`src/rtl/hdlc_gap_pkg.sv`:
```
`timescale 1ns/1ps
package hdlc_gap_pkg;
  localparam int          BYTE_W    = 8;
  localparam logic [7:0]  FLAG_BYTE = 8'h7E;
  localparam logic [15:0] CRC_POLY  = 16'h8408;  // x^16+x^12+x^5+1, reflected
  localparam logic [15:0] CRC_SEED  = 16'hFFFF;

  typedef enum logic [1:0] {ST_IDLE, ST_DATA, ST_FCS_HI, ST_FCS_END} seq_st_e;

  function automatic logic [15:0] crc16_byte(input logic [15:0] c, input logic [7:0] d);
    logic [15:0] r;
    logic        fb;
    r = c;
    for (int i = 0; i < 8; i++) begin
      fb = r[0] ^ d[i];
      r  = {1'b0, r[15:1]} ^ (fb ? CRC_POLY : 16'h0000);
    end
    return r;
  endfunction
endpackage

```
`src/rtl/hdlc_gap_seq.sv`:
```
`timescale 1ns/1ps
module hdlc_gap_seq
  import hdlc_gap_pkg::*;
(
  input  logic              clk_i,
  input  logic              rst_ni,
  input  logic              bypass_i,
  input  logic [BYTE_W-1:0] byte_i,
  input  logic              msg_i,
  input  logic              fcs_en_i,
  input  logic              cap_i,
  input  logic              load_i,
  output logic [BYTE_W-1:0] sym_o,
  output logic              stuff_o
);
  logic [BYTE_W-1:0] cap_byte_q;
  logic              cap_msg_q, cap_fcs_q;
  seq_st_e           st_q, st_n;
  logic [15:0]       crc_q, crc_n;

  always_ff @(posedge clk_i or negedge rst_ni) begin
    if (!rst_ni) begin
      cap_byte_q <= '0;
      cap_msg_q  <= 1'b0;
      cap_fcs_q  <= 1'b0;
    end else if (cap_i) begin
      cap_byte_q <= byte_i;
      cap_msg_q  <= msg_i;
      cap_fcs_q  <= fcs_en_i;
    end
  end

  always_comb begin
    sym_o   = FLAG_BYTE;
    stuff_o = 1'b0;
    st_n    = ST_IDLE;
    crc_n   = crc_q;
    if (bypass_i) begin
      sym_o = cap_byte_q;
    end else begin
      unique case (st_q)
        ST_IDLE, ST_DATA: begin
          if (cap_msg_q) begin
            sym_o   = cap_byte_q;
            stuff_o = 1'b1;
            st_n    = ST_DATA;
            crc_n   = crc16_byte((st_q == ST_IDLE) ? CRC_SEED : crc_q, cap_byte_q);
          end else if (st_q == ST_DATA && cap_fcs_q) begin
            sym_o   = ~crc_q[7:0];
            stuff_o = 1'b1;
            st_n    = ST_FCS_HI;
          end
        end
        ST_FCS_HI: begin
          sym_o   = ~crc_q[15:8];
          stuff_o = 1'b1;
          st_n    = ST_FCS_END;
        end
        default: ;
      endcase
    end
  end

  always_ff @(posedge clk_i or negedge rst_ni) begin
    if (!rst_ni) begin
      st_q  <= ST_IDLE;
      crc_q <= CRC_SEED;
    end else if (load_i) begin
      st_q  <= st_n;
      crc_q <= crc_n;
    end
  end

  a_r9_flag_only: assert property (@(posedge clk_i) disable iff (!rst_ni)
    (load_i && !bypass_i && st_q == ST_DATA && !cap_msg_q && !cap_fcs_q) |=> st_q == ST_IDLE);
  a_r8_fcs_order: assert property (@(posedge clk_i) disable iff (!rst_ni)
    (load_i && !bypass_i && st_q == ST_FCS_HI) |=> st_q == ST_FCS_END);
  a_r10_bypass_idle: assert property (@(posedge clk_i) disable iff (!rst_ni)
    (load_i && bypass_i) |=> st_q == ST_IDLE);
endmodule

```
`src/rtl/hdlc_gap_shift.sv`:
```
`timescale 1ns/1ps
module hdlc_gap_shift
  import hdlc_gap_pkg::*;
#(
  parameter int BW     = BYTE_W,
  parameter int RUN    = 5,
  parameter int HI_CYC = 2,
  parameter int CNT_W  = 4
) (
  input  logic          clk_i,
  input  logic          rst_ni,
  input  logic          ovh_i,
  input  logic          realign_i,
  input  logic [BW-1:0] sym_i,
  input  logic          stuff_i,
  output logic          load_o,
  output logic          cap_o,
  output logic          ser_o,
  output logic          bclk_o
);
  localparam int IDX_W  = $clog2(BW);
  localparam int ONES_W = $clog2(RUN + 1);
  localparam logic [CNT_W-1:0] CNT_MAX = '1;

  logic [BW-1:0]     sh_q;
  logic [IDX_W-1:0]  idx_q;
  logic [CNT_W-1:0]  cnt_q;
  logic [ONES_W-1:0] ones_q;
  logic              cnt_ones_q;
  logic              stuff_now, bit_go, cur_bit;

  // a pending stuff is owed to earlier bits, whatever symbol is loaded now
  assign stuff_now = (ones_q == ONES_W'(RUN));
  assign bit_go    = !ovh_i && !stuff_now;
  assign cur_bit   = sh_q[idx_q];
  assign load_o    = (bit_go && idx_q == IDX_W'(BW - 1)) || realign_i;
  assign cap_o     = (cnt_q == CNT_W'(HI_CYC - 1));
  assign bclk_o    = (cnt_q < CNT_W'(HI_CYC));
  assign ser_o     = bit_go & cur_bit;

  always_ff @(posedge clk_i or negedge rst_ni) begin
    if (!rst_ni) begin
      sh_q       <= BW'(FLAG_BYTE);
      cnt_ones_q <= 1'b0;
      idx_q      <= '0;
      cnt_q      <= '0;
      ones_q     <= '0;
    end else begin
      if (load_o) begin
        sh_q       <= sym_i;
        cnt_ones_q <= stuff_i;
        idx_q      <= '0;
        cnt_q      <= '0;
      end else begin
        if (bit_go) idx_q <= idx_q + IDX_W'(1);
        if (cnt_q != CNT_MAX) cnt_q <= cnt_q + CNT_W'(1);
      end
      if (realign_i || (stuff_now && !ovh_i)) ones_q <= '0;
      else if (bit_go) ones_q <= (cnt_ones_q && cur_bit) ? ones_q + ONES_W'(1) : '0;
    end
  end

  a_r4_run_bound: assert property (@(posedge clk_i) disable iff (!rst_ni)
    ones_q <= ONES_W'(RUN));
  a_r4_stuff_clears: assert property (@(posedge clk_i) disable iff (!rst_ni)
    (stuff_now && !ovh_i && !realign_i) |=> ones_q == '0);
  a_r5_ovh_freeze: assert property (@(posedge clk_i) disable iff (!rst_ni)
    (ovh_i && !realign_i) |=> ($stable(idx_q) && $stable(ones_q)));
  a_r2_min_period: assert property (@(posedge clk_i) disable iff (!rst_ni)
    (load_o && !realign_i) |-> cnt_q >= CNT_W'(BW - 1));
  a_r7_cap_high: assert property (@(posedge clk_i) disable iff (!rst_ni)
    cap_o |-> bclk_o);
  a_r3_fall_after_cap: assert property (@(posedge clk_i) disable iff (!rst_ni)
    (cap_o && !realign_i) |=> !bclk_o);
endmodule

```
`src/rtl/hdlc_gap_tx.sv`:
```
`timescale 1ns/1ps
module hdlc_gap_tx
  import hdlc_gap_pkg::*;
#(
  parameter int RUN    = 5,
  parameter int HI_CYC = 2,
  parameter int CNT_W  = 4
) (
  input  logic              clk_i,
  input  logic              rst_ni,
  input  logic [BYTE_W-1:0] byte_i,
  input  logic              msg_i,
  input  logic              fcs_en_i,
  input  logic              ovh_i,
  input  logic              bypass_i,
  input  logic              fsync_i,
  output logic              ser_o,
  output logic              bclk_o
);
  logic [BYTE_W-1:0] sym;
  logic              sym_stuff, load, cap, realign;

  assign realign = bypass_i & fsync_i;

  hdlc_gap_seq u_seq (
    .clk_i    (clk_i),
    .rst_ni   (rst_ni),
    .bypass_i (bypass_i),
    .byte_i   (byte_i),
    .msg_i    (msg_i),
    .fcs_en_i (fcs_en_i),
    .cap_i    (cap),
    .load_i   (load),
    .sym_o    (sym),
    .stuff_o  (sym_stuff)
  );

  hdlc_gap_shift #(
    .BW     (BYTE_W),
    .RUN    (RUN),
    .HI_CYC (HI_CYC),
    .CNT_W  (CNT_W)
  ) u_shift (
    .clk_i     (clk_i),
    .rst_ni    (rst_ni),
    .ovh_i     (ovh_i),
    .realign_i (realign),
    .sym_i     (sym),
    .stuff_i   (sym_stuff),
    .load_o    (load),
    .cap_o     (cap),
    .ser_o     (ser_o),
    .bclk_o    (bclk_o)
  );
endmodule

```
`config.mk`:
```
export PLATFORM = sky130hd
export DESIGN_NAME = hdlc_gap_tx
export DESIGN_NICKNAME = d
export VERILOG_FILES = /design/src/rtl/hdlc_gap_pkg.sv /design/src/rtl/hdlc_gap_seq.sv /design/src/rtl/hdlc_gap_shift.sv /design/src/rtl/hdlc_gap_tx.sv
export SDC_FILE = /design/constraint.sdc
export NUM_CORES = 1
export LEC_CHECK = 0
export ABC_CLOCK_PERIOD_IN_PS = 1950
export BUFFER_PORTS_ARGS = -buffer_cell sky130_fd_sc_hd__clkbuf_2
export CAP_MARGIN = 15
export CORE_ASPECT_RATIO = 1.75
export CORE_UTILIZATION = 55
export DETAILED_ROUTE_END_ITERATION = 10
export GPL_TIMING_DRIVEN = 1
export PLACE_DENSITY = 0.76
export SYNTH_ARGS = -nofsm -noshare
export SYNTH_HDL_FRONTEND = slang
export SYNTH_SLANG_ARGS = --single-unit
```
`constraint.sdc`:
```
create_clock -name clk_i -period 1.95 [get_ports clk_i]
set_clock_uncertainty 0.2 [all_clocks]
set_input_delay 0.195 -clock clk_i [delete_from_list [all_inputs] [get_ports clk_i]]
set_output_delay 0.195 -clock clk_i [all_outputs]
set_load 0.1 [all_outputs]
```
==> metrics.yaml, run 1 <==
status: "finished, violations left"
failed_checks: "setup timing"
drtIter0Drc: 101
rsz0062_at_grt: "true"
worst_skew_pair.late_latency_ns: 0.31
ant_nets: 0
max-vdd-ir-drop_mv: 1.08
cts.sinks: 47
cp.required_ns: 1.55
synth.distinct_cells: 48
cp-start-kind: "flip-flop"
rows: 33
chipWidth_um: 55.6
power_leakage_nw: 1.41
final_layout_size_suffix_gt1_frac: 0.332
hold_start: "ovh_i"
yosysTopAreaCell: "dfrtp_1"
grt.overflow.total: 0
vias: 2158
r2r-end: "u_seq.crc_q[9]$_DFFE_PN1P_"
io_buffers: 16
clk_pin_slew_worst_paths_ns: 0.09
place.gp.congestion: 0.802
maxSlewViolCount: 0
post_layout_nonfiller_instances: 368
antenna_found_initial: 0
ys_top_cells_by_area: "dfrtp_1, dfstp_2, xnor3_1, mux2_2, xnor2_1"
start_util: 0.582
min_path_type: "input pin to flip-flop"
ys_ff_latch: 47
grt_usage: 0.231
wirelength_um: 6120
period_share: 1.02
area.sequential_um2: 1210
async_reset_ff_frac: 1.00
boundaryPins: 17
multiInputGateArea_um2: 1540
tightest_slew_ns: 0.595
period_needed_ns: 1.99
synth_top_area_share: 0.226
seq_area_frac_synth: 0.435
cts_buffers: 5
syn-num-nets: 290
cts-root-buf: "clkbuf_8"
power_density_nw_per_um2: 1280
dieArea_um2: 5330
syn_area_um2: 2770
synth_flop_cell: "dfrtp_1"
synthCells: 269
syn_to_final_growth_pct: 23.9
via_per_inst: 5.86
hpwlAfterDp_um: 3960
antennaDiodeCount: 0
max_cap_viol_count: 0
setup_viol: 1
synth_edf_count: 0
grt_pass1_wl_um: 9560
dp_slack_ns: 0.0743
hold_end: "u_shift.idx_q[2]$_DFFE_PN0P_"
setup_ws_ns: -0.0371
worstPathArrival_ns: 1.59
grt_pass1_vias: 2051
cp_max_fo: 5
cts_max_level: 2
avgSynthCellArea_um2: 10.3
core_area_um2: 4750
first_pass_iters: 4
wl_per_cell_um: 16.6
final_nets: 336
hold_viol: 0
tritoncts: "yes"
post-route-drc-count: 0
ys_warn_count: 0
fillCellCount: 325
dp_cells: 339
cts_buffer_depth: 2
die_h_um: 95.8
worst-setup-path-type: "flip-flop to output pin"
grt_start_max_net_pins: 48
slew_headroom: 0.603
rrSetupSlack_ns: 0.01
fmax_mhz: 503
reg2reg_depth: 7
timing.rr.start: "u_shift.idx_q[1]$_DFFE_PN0P_"
critPathCaptureType: "output pin"
holdPathStages: 4
-- flip-flops by register name, indices dropped and copies added, names as in the netlist --
register and count:
u_seq.cap_fcs_q 1, u_seq.st_q 2, u_shift.ones_q 3, u_seq.cap_msg_q 1, u_shift.cnt_q 4, u_shift.idx_q 3
u_shift.sh_q 8, u_seq.cap_byte_q 8, u_seq.crc_q 16, u_shift.cnt_ones_q 1
-- cells in the mapped netlist, types with 3 or more instances --
cell type  instances
a21oi_1            4
a22oi_1            7
a2bb2oi_1          5
buf_2              5
clkbuf_1           6
dfrtp_1           25
dfstp_2           22
ha_1               6
inv_1              6
mux2_2            13
mux2i_1            4
nand2_1           31
nand3_1            3
nand3b_1           3
nor2_1            23
nor2_4             3
nor2b_1            3
nor3_1             4
o21ai_0           23
o21bai_1           3
o22ai_1            5
xnor2_1           16
xnor3_1            7
xor2_1             8
-- critical path, stage by stage, from the launching register on --
cell       delay, ns
dfrtp_2         0.46
mux2_4          0.33
a2bb2oi_4       0.15
and3_4          0.18
buf_12          0.16
-- area by class of cell --
| cell class | instances | share of cell area |
|---|---|---|
| clock buffer | 6 | 0.0212 |
| tap | 52 | 0.0190 |
| timing repair buffer | 53 | 0.135 |
| inverter | 6 | 0.00657 |
| sequential | 47 | 0.352 |
| clock inverter | 2 | 0.0175 |
| multi-input combinational | 202 | 0.449 |
-- logic make-up (layout without fill, tap and decap cells) --
kind of cell	count (synthesis)	in the layout	share of synthesized area
AND/OR/NAND/NOR	86	86	0.153
AO/OA/AOI/OAI	62	62	0.149
flip-flops	47	47	0.435
XOR/XNOR	31	31	0.133
buffers and inverters	20	67	0.0348
multiplexers	17	17	0.0674
adder cells (fa/ha/maj)	6	6	0.0271
-- per-stage QoR --
step / area (µm²) / power (mW) / hold WS, ns / setup TNS (ns) / utilization
after floorplan: 2770 / 2.96 / -0.301 / -0.0963 / -
after global placement: 2990 / 3.35 / 0.112 / 0 / 0.630
after detailed placement: 2990 / 3.40 / 0.115 / 0 / 0.630
after CTS: 3300 / 4.36 / 0.0403 / -0.0243 / 0.695
after global routing: 3430 / 4.63 / 0.0613 / -0.232 / 0.722
final: 3430 / 4.40 / 0.0339 / -0.0371 / 0.722
-- repair_timing --
action,in CTS,in global routing
resized for setup,6,16
hold buffers,11,0
pin swaps,3,2
setup endpoints to repair,1,17
cloned,0,3
endpoints found under the hold margin,35,0
setup buffers,5,2
-- layout by cell type, fill, tap and decap left out, types with 3 or more instances in the layout --
| cell type | Yosys | layout |
|---|---|---|
| o21bai_1 | 3 | 3 |
| nor2b_1 | 3 | 3 |
| xnor3_1 | 7 | 7 |
| xor2_1 | 8 | 8 |
| nor2_1 | 23 | 23 |
| buf_4 | 2 | 18 |
| o22ai_1 | 5 | 5 |
| dlygate4sd3_1 | 0 | 11 |
| inv_1 | 6 | 6 |
| nor3_2 | 0 | 3 |
| ha_1 | 6 | 4 |
| a22oi_1 | 7 | 6 |
| a21oi_1 | 4 | 3 |
| mux2_2 | 13 | 12 |
| clkbuf_8 | 0 | 5 |
| xnor2_1 | 16 | 16 |
| nor2_4 | 3 | 3 |
| o21ai_0 | 23 | 23 |
| nand3b_1 | 3 | 3 |
| nand3_1 | 3 | 3 |
| clkbuf_2 | 0 | 15 |
| buf_6 | 1 | 4 |
| mux2i_1 | 4 | 4 |
| nand2_1 | 31 | 31 |
| a2bb2oi_1 | 5 | 4 |
| dfrtp_1 | 25 | 23 |
| dfstp_2 | 22 | 22 |
-- report_power, final --
group | leakage (nW) | total, mW | switching, mW | internal (mW)
Clock | 0.0654 | 0.844 | 0.332 | 0.512
Sequential | 0.542 | 1.61 | 0.299 | 1.31
Combinational | 0.805 | 1.94 | 0.867 | 1.07
Total | 1.41 | 4.40 | 1.50 | 2.90
-- metal layers --
layer | vias to the layer above | part of all wire | wire length [µm] | GRT usage
met5 | - | 0 | 0 | 0
met4 | 0 | 0.041 | 253 | 0.117
met3 | 19 | 0.036 | 221 | 0.0309
met2 | 54 | 0.54 | 3310 | 0.435
met1 | 1059 | 0.38 | 2330 | 0.251
li1 | 1026 | - | - | -
-- how the worst max path moves through the flow --
| stage | start | to | depth (start not counted) |
|---|---|---|---|
| floorplan | u_shift.cnt_q[1]$_DFFE_PN0P_ | bclk_o | 1 |
| global placement | u_shift.ones_q[0]$_DFFE_PN0P_ | u_seq.crc_q[9]$_DFFE_PN1P_ | 5 |
| detailed placement | u_shift.ones_q[0]$_DFFE_PN0P_ | u_seq.crc_q[3]$_DFFE_PN1P_ | 5 |
| CTS | u_shift.idx_q[1]$_DFFE_PN0P_ | ser_o | 4 |
| global route | u_shift.idx_q[1]$_DFFE_PN0P_ | ser_o | 4 |
| finish | u_shift.idx_q[1]$_DFFE_PN0P_ | ser_o | 4 |
Power figures use the tool's default switching activity.
==> run 2, diff against run 1 <==
SYNTH_HIERARCHICAL = 1   (was not set)
==> run 2 against run 1 <==
Effect of this change: the flow still finishes with violations (setup timing); count of clock-buffer cells in the layout rose by 2; cell count fell by 0.82%; die area rose by 2.4%; global-route usage up 1.5 points; critical endpoint is now u_seq/crc_q[1]$_DFFE_PN1P_.
==> metrics.yaml, run 2 <==
chipWidth_um: 56.3  # +1.2%
largestRegisters: "u_seq/crc_q x16, u_seq/cap_byte_q x8, u_shift/sh_q x8"
async_reset_ff_frac: 1.00  # unchanged
tightest_slew_ns: 0.587  # -0.00820 ns
synth_flop_cell: "dfrtp_1"
slew_headroom: 0.609  # +0.00547
setup_tns_ns: -0.245  # -0.208 ns
hold_viol: 0  # unchanged
post-route-drc-count: 0  # unchanged
grt.overflow.total: 0  # unchanged
setup_viol: 7  # +6
power.total_mw: 6.39  # +45%
use_met2: 0.449  # +0.0140
maxSlewViolCount: 0  # unchanged
ys_ff_latch: 47  # unchanged
clk_pin_slew_worst_paths_ns: 0.09  # about the same
status: "finished, violations left"
period_share: 1.04  # +0.0215
synth.distinct_cells: 50  # +4.2%
drtIter0Drc: 76  # -25%
fillCellCount: 368  # +13%
fmax_mhz: 493  # -2.1%
syn_to_final_growth_pct: 22.1
timing.critical_path.from: "u_shift/idx_q[0]$_DFFE_PN0P_"
critPathCaptureType: "flip-flop"
syn_area_um2: 2830  # +2.5%
avgSynthCellArea_um2: 10.8  # +4.8%
timing.rr.start: "u_shift/idx_q[0]$_DFFE_PN0P_"
rows: 34  # +3.0%
failed_checks: "setup timing"
final_cell_mix: "nand2_1, dfrtp_1, nor2_1"
grt_usage: 0.246  # +0.0154
min_path_type: "input pin to flip-flop"
cp-start-kind: "flip-flop"
worstPathArrival_ns: 2.06  # +0.47 ns
grt_start_max_net_pins: 48  # unchanged
synthMostInstantiatedCell: "nand2_1"
antenna_found_initial: 0  # unchanged
antennaDiodeCount: 0  # unchanged
die_h_um: 97.0  # +1.2%
final_layout_size_suffix_gt1_frac: 0.379  # +0.0471
dp_slack_ns: -0.0743  # -0.149 ns
stdcell_area_um2: 3460  # +0.95%
largest_register: "u_seq/crc_q"
setup_ws_ns: -0.0791  # -0.0420 ns
wirelength_um: 6530  # +6.7%
largest_reg_flops: 16  # unchanged
max_cap_viol_count: 0  # unchanged
ys_top_cells_by_area: "dfrtp_1, dfstp_2, mux2_2, xnor2_1, xnor3_1"
yosysTopAreaCell: "dfrtp_1"
worst-setup-path-type: "flip-flop to flip-flop"
grt_pass1_wl_um: 10400  # +8.4%
cts-root-buf: "clkbuf_8"
hpwlAfterDp_um: 4300  # +8.7%
dieArea_um2: 5450  # +2.4%
synth_commonest_cells: "nand2_1, dfrtp_1, nor2_1"
hold_start: "fsync_i"
cp.required_ns: 1.98  # +0.43 ns
vias: 2180  # +1.0%
ys_warn_count: 6  # +6
use_met1: 0.273  # +0.0215
place_area_um2: 3090  # +3.4%
first_pass_iters: 4  # unchanged
tritoncts: "yes"
cp_max_fo: 11  # +6
max-vdd-ir-drop_mv: 1.34  # +24%
cts_max_level: 2  # unchanged
boundaryPins: 17  # unchanged
cts.sinks: 47  # unchanged
wl_per_cell_um: 17.9  # +7.5%
synthCells: 263  # -2.2%
period_needed_ns: 2.03  # +0.0420 ns
met3_usage: 0.0334  # +0.00251
hold_ws_ns: 0.0942  # +0.0603 ns
io_buffers: 16  # unchanged
top_usage_layer: "met2"
place.gp.congestion: 0.836  # +4.3%
grt_pass1_vias: 2194  # +7.0%
final_nets: 331  # -1.5%
via_per_inst: 5.97  # +1.8%
cts_buffer_depth: 2  # unchanged
cts_buffers: 5  # unchanged
syn-num-nets: 284  # -2.1%
synth_edf_count: 0  # unchanged
synth_top_area_share: 0.221  # -0.00549
rsz0062_at_grt: "true"
core_area_um2: 4980  # +4.8%
seq_area_frac_synth: 0.425  # -0.0106
power_leakage_nw: 1.48  # +4.9%
power_density_nw_per_um2: 1850  # +44%
start_util: 0.569  # -0.0130
ant_nets: 0  # unchanged
final_common_cell: "nand2_1"
worst_skew_pair.late_latency_ns: 0.31  # about the same
## run 2: cell type report
class,count,area [µm²],area share
Timing Repair Buffer,51,435,0.126
Clock buffer,8,100,0.0289
Tap cell,54,67.6,0.0195
Inverter,7,26.3,0.00759
Multi-Input combinational cell,198,1630,0.470
Sequential cell,47,1200,0.348
## run 2: final timing paths
kind                                                   endpoint  slack [ns]  depth (start not counted)
worst max-delay path                 u_seq/crc_q[1]$_DFFE_PN1P_       -0.08                          7
worst max register to register       u_seq/crc_q[1]$_DFFE_PN1P_       -0.08                          7
worst min-delay path               u_shift/idx_q[1]$_DFFE_PN0P_        0.09                          3
max in group asynchronous             u_seq/st_q[1]$_DFFE_PN0P_        0.81                          3
worst min register to register       u_seq/crc_q[7]$_DFFE_PN1P_        0.29                          2
min in group asynchronous       u_seq/cap_byte_q[0]$_DFFE_PN0P_        0.31                          3
## run 2: per-layer routing
metal / share of wire / up-vias
li1: - / 1011
met1: 0.37 / 1077
met2: 0.56 / 76
met3: 0.042 / 16
met4: 0.033 / 0
met5: 0 / -
## run 2: cell families after synthesis
group                    after synthesis  synth area share
AND/OR/NAND/NOR                       81             0.144
AO/OA/AOI/OAI                         56             0.139
flip-flops                            47             0.425
XOR/XNOR                              31             0.135
multiplexers                          23            0.0971
buffers and inverters                 19            0.0340
adder cells (fa/ha/maj)                6            0.0265
## run 2: critical path, cell delays in order, from the launching register on
cell and delay, ns:
dfrtp_1 0.40, buf_4 0.14, ha_4 0.15, ha_4 0.16, a21o_4 0.23, nand3b_1 0.19
buf_12 0.17, mux2_4 0.30
## run 2: repair_timing
| action | CTS | global route |
|---|---|---|
| cloned | 0 | 2 |
| setup buffers | 4 | 4 |
| endpoints found under the hold margin | 35 | 0 |
| endpoints found under the setup margin | 3 | 8 |
| pin swaps | 7 | 2 |
| gates resized for setup | 8 | 14 |
| hold buffers | 11 | 0 |
## run 2: power breakdown
| part | total [mW] | internal (mW) | switching, mW |
|---|---|---|---|
| logic | 3.65 | 1.95 | 1.71 |
| clock network | 0.645 | 0.324 | 0.321 |
| registers | 2.09 | 1.56 | 0.532 |
## run 2: through the flow
step                      instances  utilization
after floorplan                 263            -
after global placement          336        0.621
after detailed placement        336        0.621
after CTS                       359        0.677
after global routing            365        0.695
final                           365        0.695
==> run 3, diff against run 2 <==
ABC_CLOCK_PERIOD_IN_PS = 2600   (was 1950)
CORE_UTILIZATION = 65   (was 55)
PLACE_DENSITY = 0.84   (was 0.76)
clock period = 2.6 ns   (was 1.95 ns; I/O delays follow)
==> run 3 against run 2 <==
Effect of this change: combinational power fell by 36%; first-iteration DRC count fell by 28%; routed wire length fell by 11%; core utilization rose by 6.5 points; the flow now finishes without violations.
==> metrics.yaml, run 3 (same netlist as run 2, synthesis figures left out) <==
boundaryPins: 17  # unchanged
syn_to_final_growth_pct: 11.3
critPathCaptureType: "output pin"
max_cap_viol_count: 0  # unchanged
drtIter0Drc: 55  # -28%
hpwlAfterDp_um: 4250  # -1.2%
power_leakage_nw: 1.34  # -9.8%
dp_cells: 320  # -4.8%
rows: 31  # -8.8%
cts_buffers: 5  # unchanged
tritoncts: "yes"
cp.required_ns: 2.14  # +0.16 ns
cts.sinks: 47  # unchanged
place.gp.congestion: 0.818  # -2.2%
setup_tns_ns: 0  # +0.245 ns
grt_start_max_net_pins: 26  # -46%
grt_pass1_vias: 2060  # -6.1%
cts-root-buf: "clkbuf_8"
maxSlewViolCount: 0  # unchanged
dieArea_um2: 4640  # -15%
worst_skew_pair.late_latency_ns: 0.30  # about the same
antenna_found_initial: 0  # unchanged
post_cts_resize_count: 0  # -8
status: "complete, no violations"
die_h_um: 89.4  # -7.8%
core_area_um2: 4150  # -17%
tightest_slew_ns: 0.651  # +0.0637 ns
cp_max_fo: 4  # -7
hold_buffers: 10  # -1
grt.overflow.total: 0  # unchanged
final_cell_mix: "nand2_1, dfrtp_1, nor2_1"
min_path_type: "input pin to flip-flop"
first_pass_iters: 4  # unchanged
hold_viol: 0  # unchanged
clk_pin_slew_worst_paths_ns: 0.08  # about the same
ant_nets: 0  # unchanged
final_layout_size_suffix_gt1_frac: 0.298  # -0.0818
worstPathArrival_ns: 1.88  # -0.18 ns
largestRegisters: "u_seq/crc_q x16, u_seq/cap_byte_q x8, u_shift/sh_q x8"
rsz0062_at_grt: "false"
worst-setup-path-type: "flip-flop to output pin"
grt_pass1_wl_um: 9500  # -8.3%
period_share: 0.899
vias: 2007  # -7.9%
fmax_mhz: 428
power_density_nw_per_um2: 1410  # -24%
cp-start-kind: "flip-flop"
setup_viol: 0  # -7
chipWidth_um: 51.9  # -7.7%
final_common_cell: "nand2_1"
slew_headroom: 0.566  # -0.0425
final_nets: 309  # -6.6%
wl_per_cell_um: 17.2  # -3.6%
post-route-drc-count: 0  # unchanged
largest_reg_flops: 16  # unchanged
grt_usage: 0.283  # +0.0368
max-vdd-ir-drop_mv: 1.22  # -8.6%
power.total_mw: 4.44  # -30%
start_util: 0.683  # +0.113
via_per_inst: 5.94  # -0.58%
largest_register: "u_seq/crc_q"
wirelength_um: 5830  # -11%
cts_max_level: 2  # unchanged
antennaDiodeCount: 0  # unchanged
cts_buffer_depth: 2  # unchanged
post_layout_nonfiller_instances: 338  # -7.4%
period_needed_ns: 2.34
io_buffers: 16  # unchanged
cts_setup_buffers: 0  # -4
## run 3: cell count changes in the layout (fill, tap and decap cells not counted), moves of 3 or more
cell / change
o21ai_0: +9
mux2_4: -3
mux2_2: +3
buf_4: -16
o21ai_1: -7
ha_1: +3
## run 3: worst max-delay path: stages (launching register included)
cell	delay, ns
dfrtp_1	0.41
ha_1	0.24
a21oi_2	0.23
o21ai_1	0.15
nor2_2	0.09
clkbuf_2	0.45
## run 3: layout make-up
class	instances	area, µm²
Clock buffer	8	100
Fill cell	273	995
Inverter	7	26.3
Multi-Input combinational cell	197	1540
Sequential cell	47	1200
Tap cell	49	61.3
Timing Repair Buffer	30	223
## run 3: where the power goes
part	leakage, nW	switching (mW)	internal, mW	total (mW)
registers	0.544	0.456	1.17	1.62
clock network	0.0515	0.229	0.243	0.472
logic	0.741	1.08	1.27	2.35
## run 3: metal layers
metal,wire (µm),track usage
met2,3230,0.524
met1,2290,0.299
met3,180,0.0578
met5,0,0
met4,127,0.123
## run 3: path summary, 6_finish.rpt
| kind | from | to | slack, ns | cells past startpoint |
|---|---|---|---|---|
| max reg2reg | u_shift/idx_q[0]$_DFFE_PN0P_ | u_seq/crc_q[6]$_DFFE_PN1P_ | 0.39 | 7 |
| min reg2reg | u_seq/crc_q[9]$_DFFE_PN1P_ | u_seq/crc_q[9]$_DFFE_PN1P_ | 0.28 | 2 |
| max in group asynchronous | rst_ni | u_seq/crc_q[13]$_DFFE_PN1P_ | 1.26 | 3 |
| min in group asynchronous | rst_ni | u_shift/ones_q[2]$_DFFE_PN0P_ | 0.32 | 2 |
| max | u_shift/ones_q[0]$_DFFE_PN0P_ | ser_o | 0.26 | 5 |
| min | byte_i[5] | u_seq/cap_byte_q[5]$_DFFE_PN0P_ | 0.005 | 2 |
## run 3: per-stage QoR
step	area (µm²)	hold slack [ns]	worst slack, ns	util
4_1_cts	3160	0.00278	0.243	0.760
3_3_place_gp	2960	0.103	0.551	0.712
6_report	3160	0.00526	0.264	0.760
2_1_floorplan	2840	-0.236	0.378	-
3_5_place_dp	2960	0.104	0.473	0.712
5_1_grt	3160	0.0163	0.146	0.760
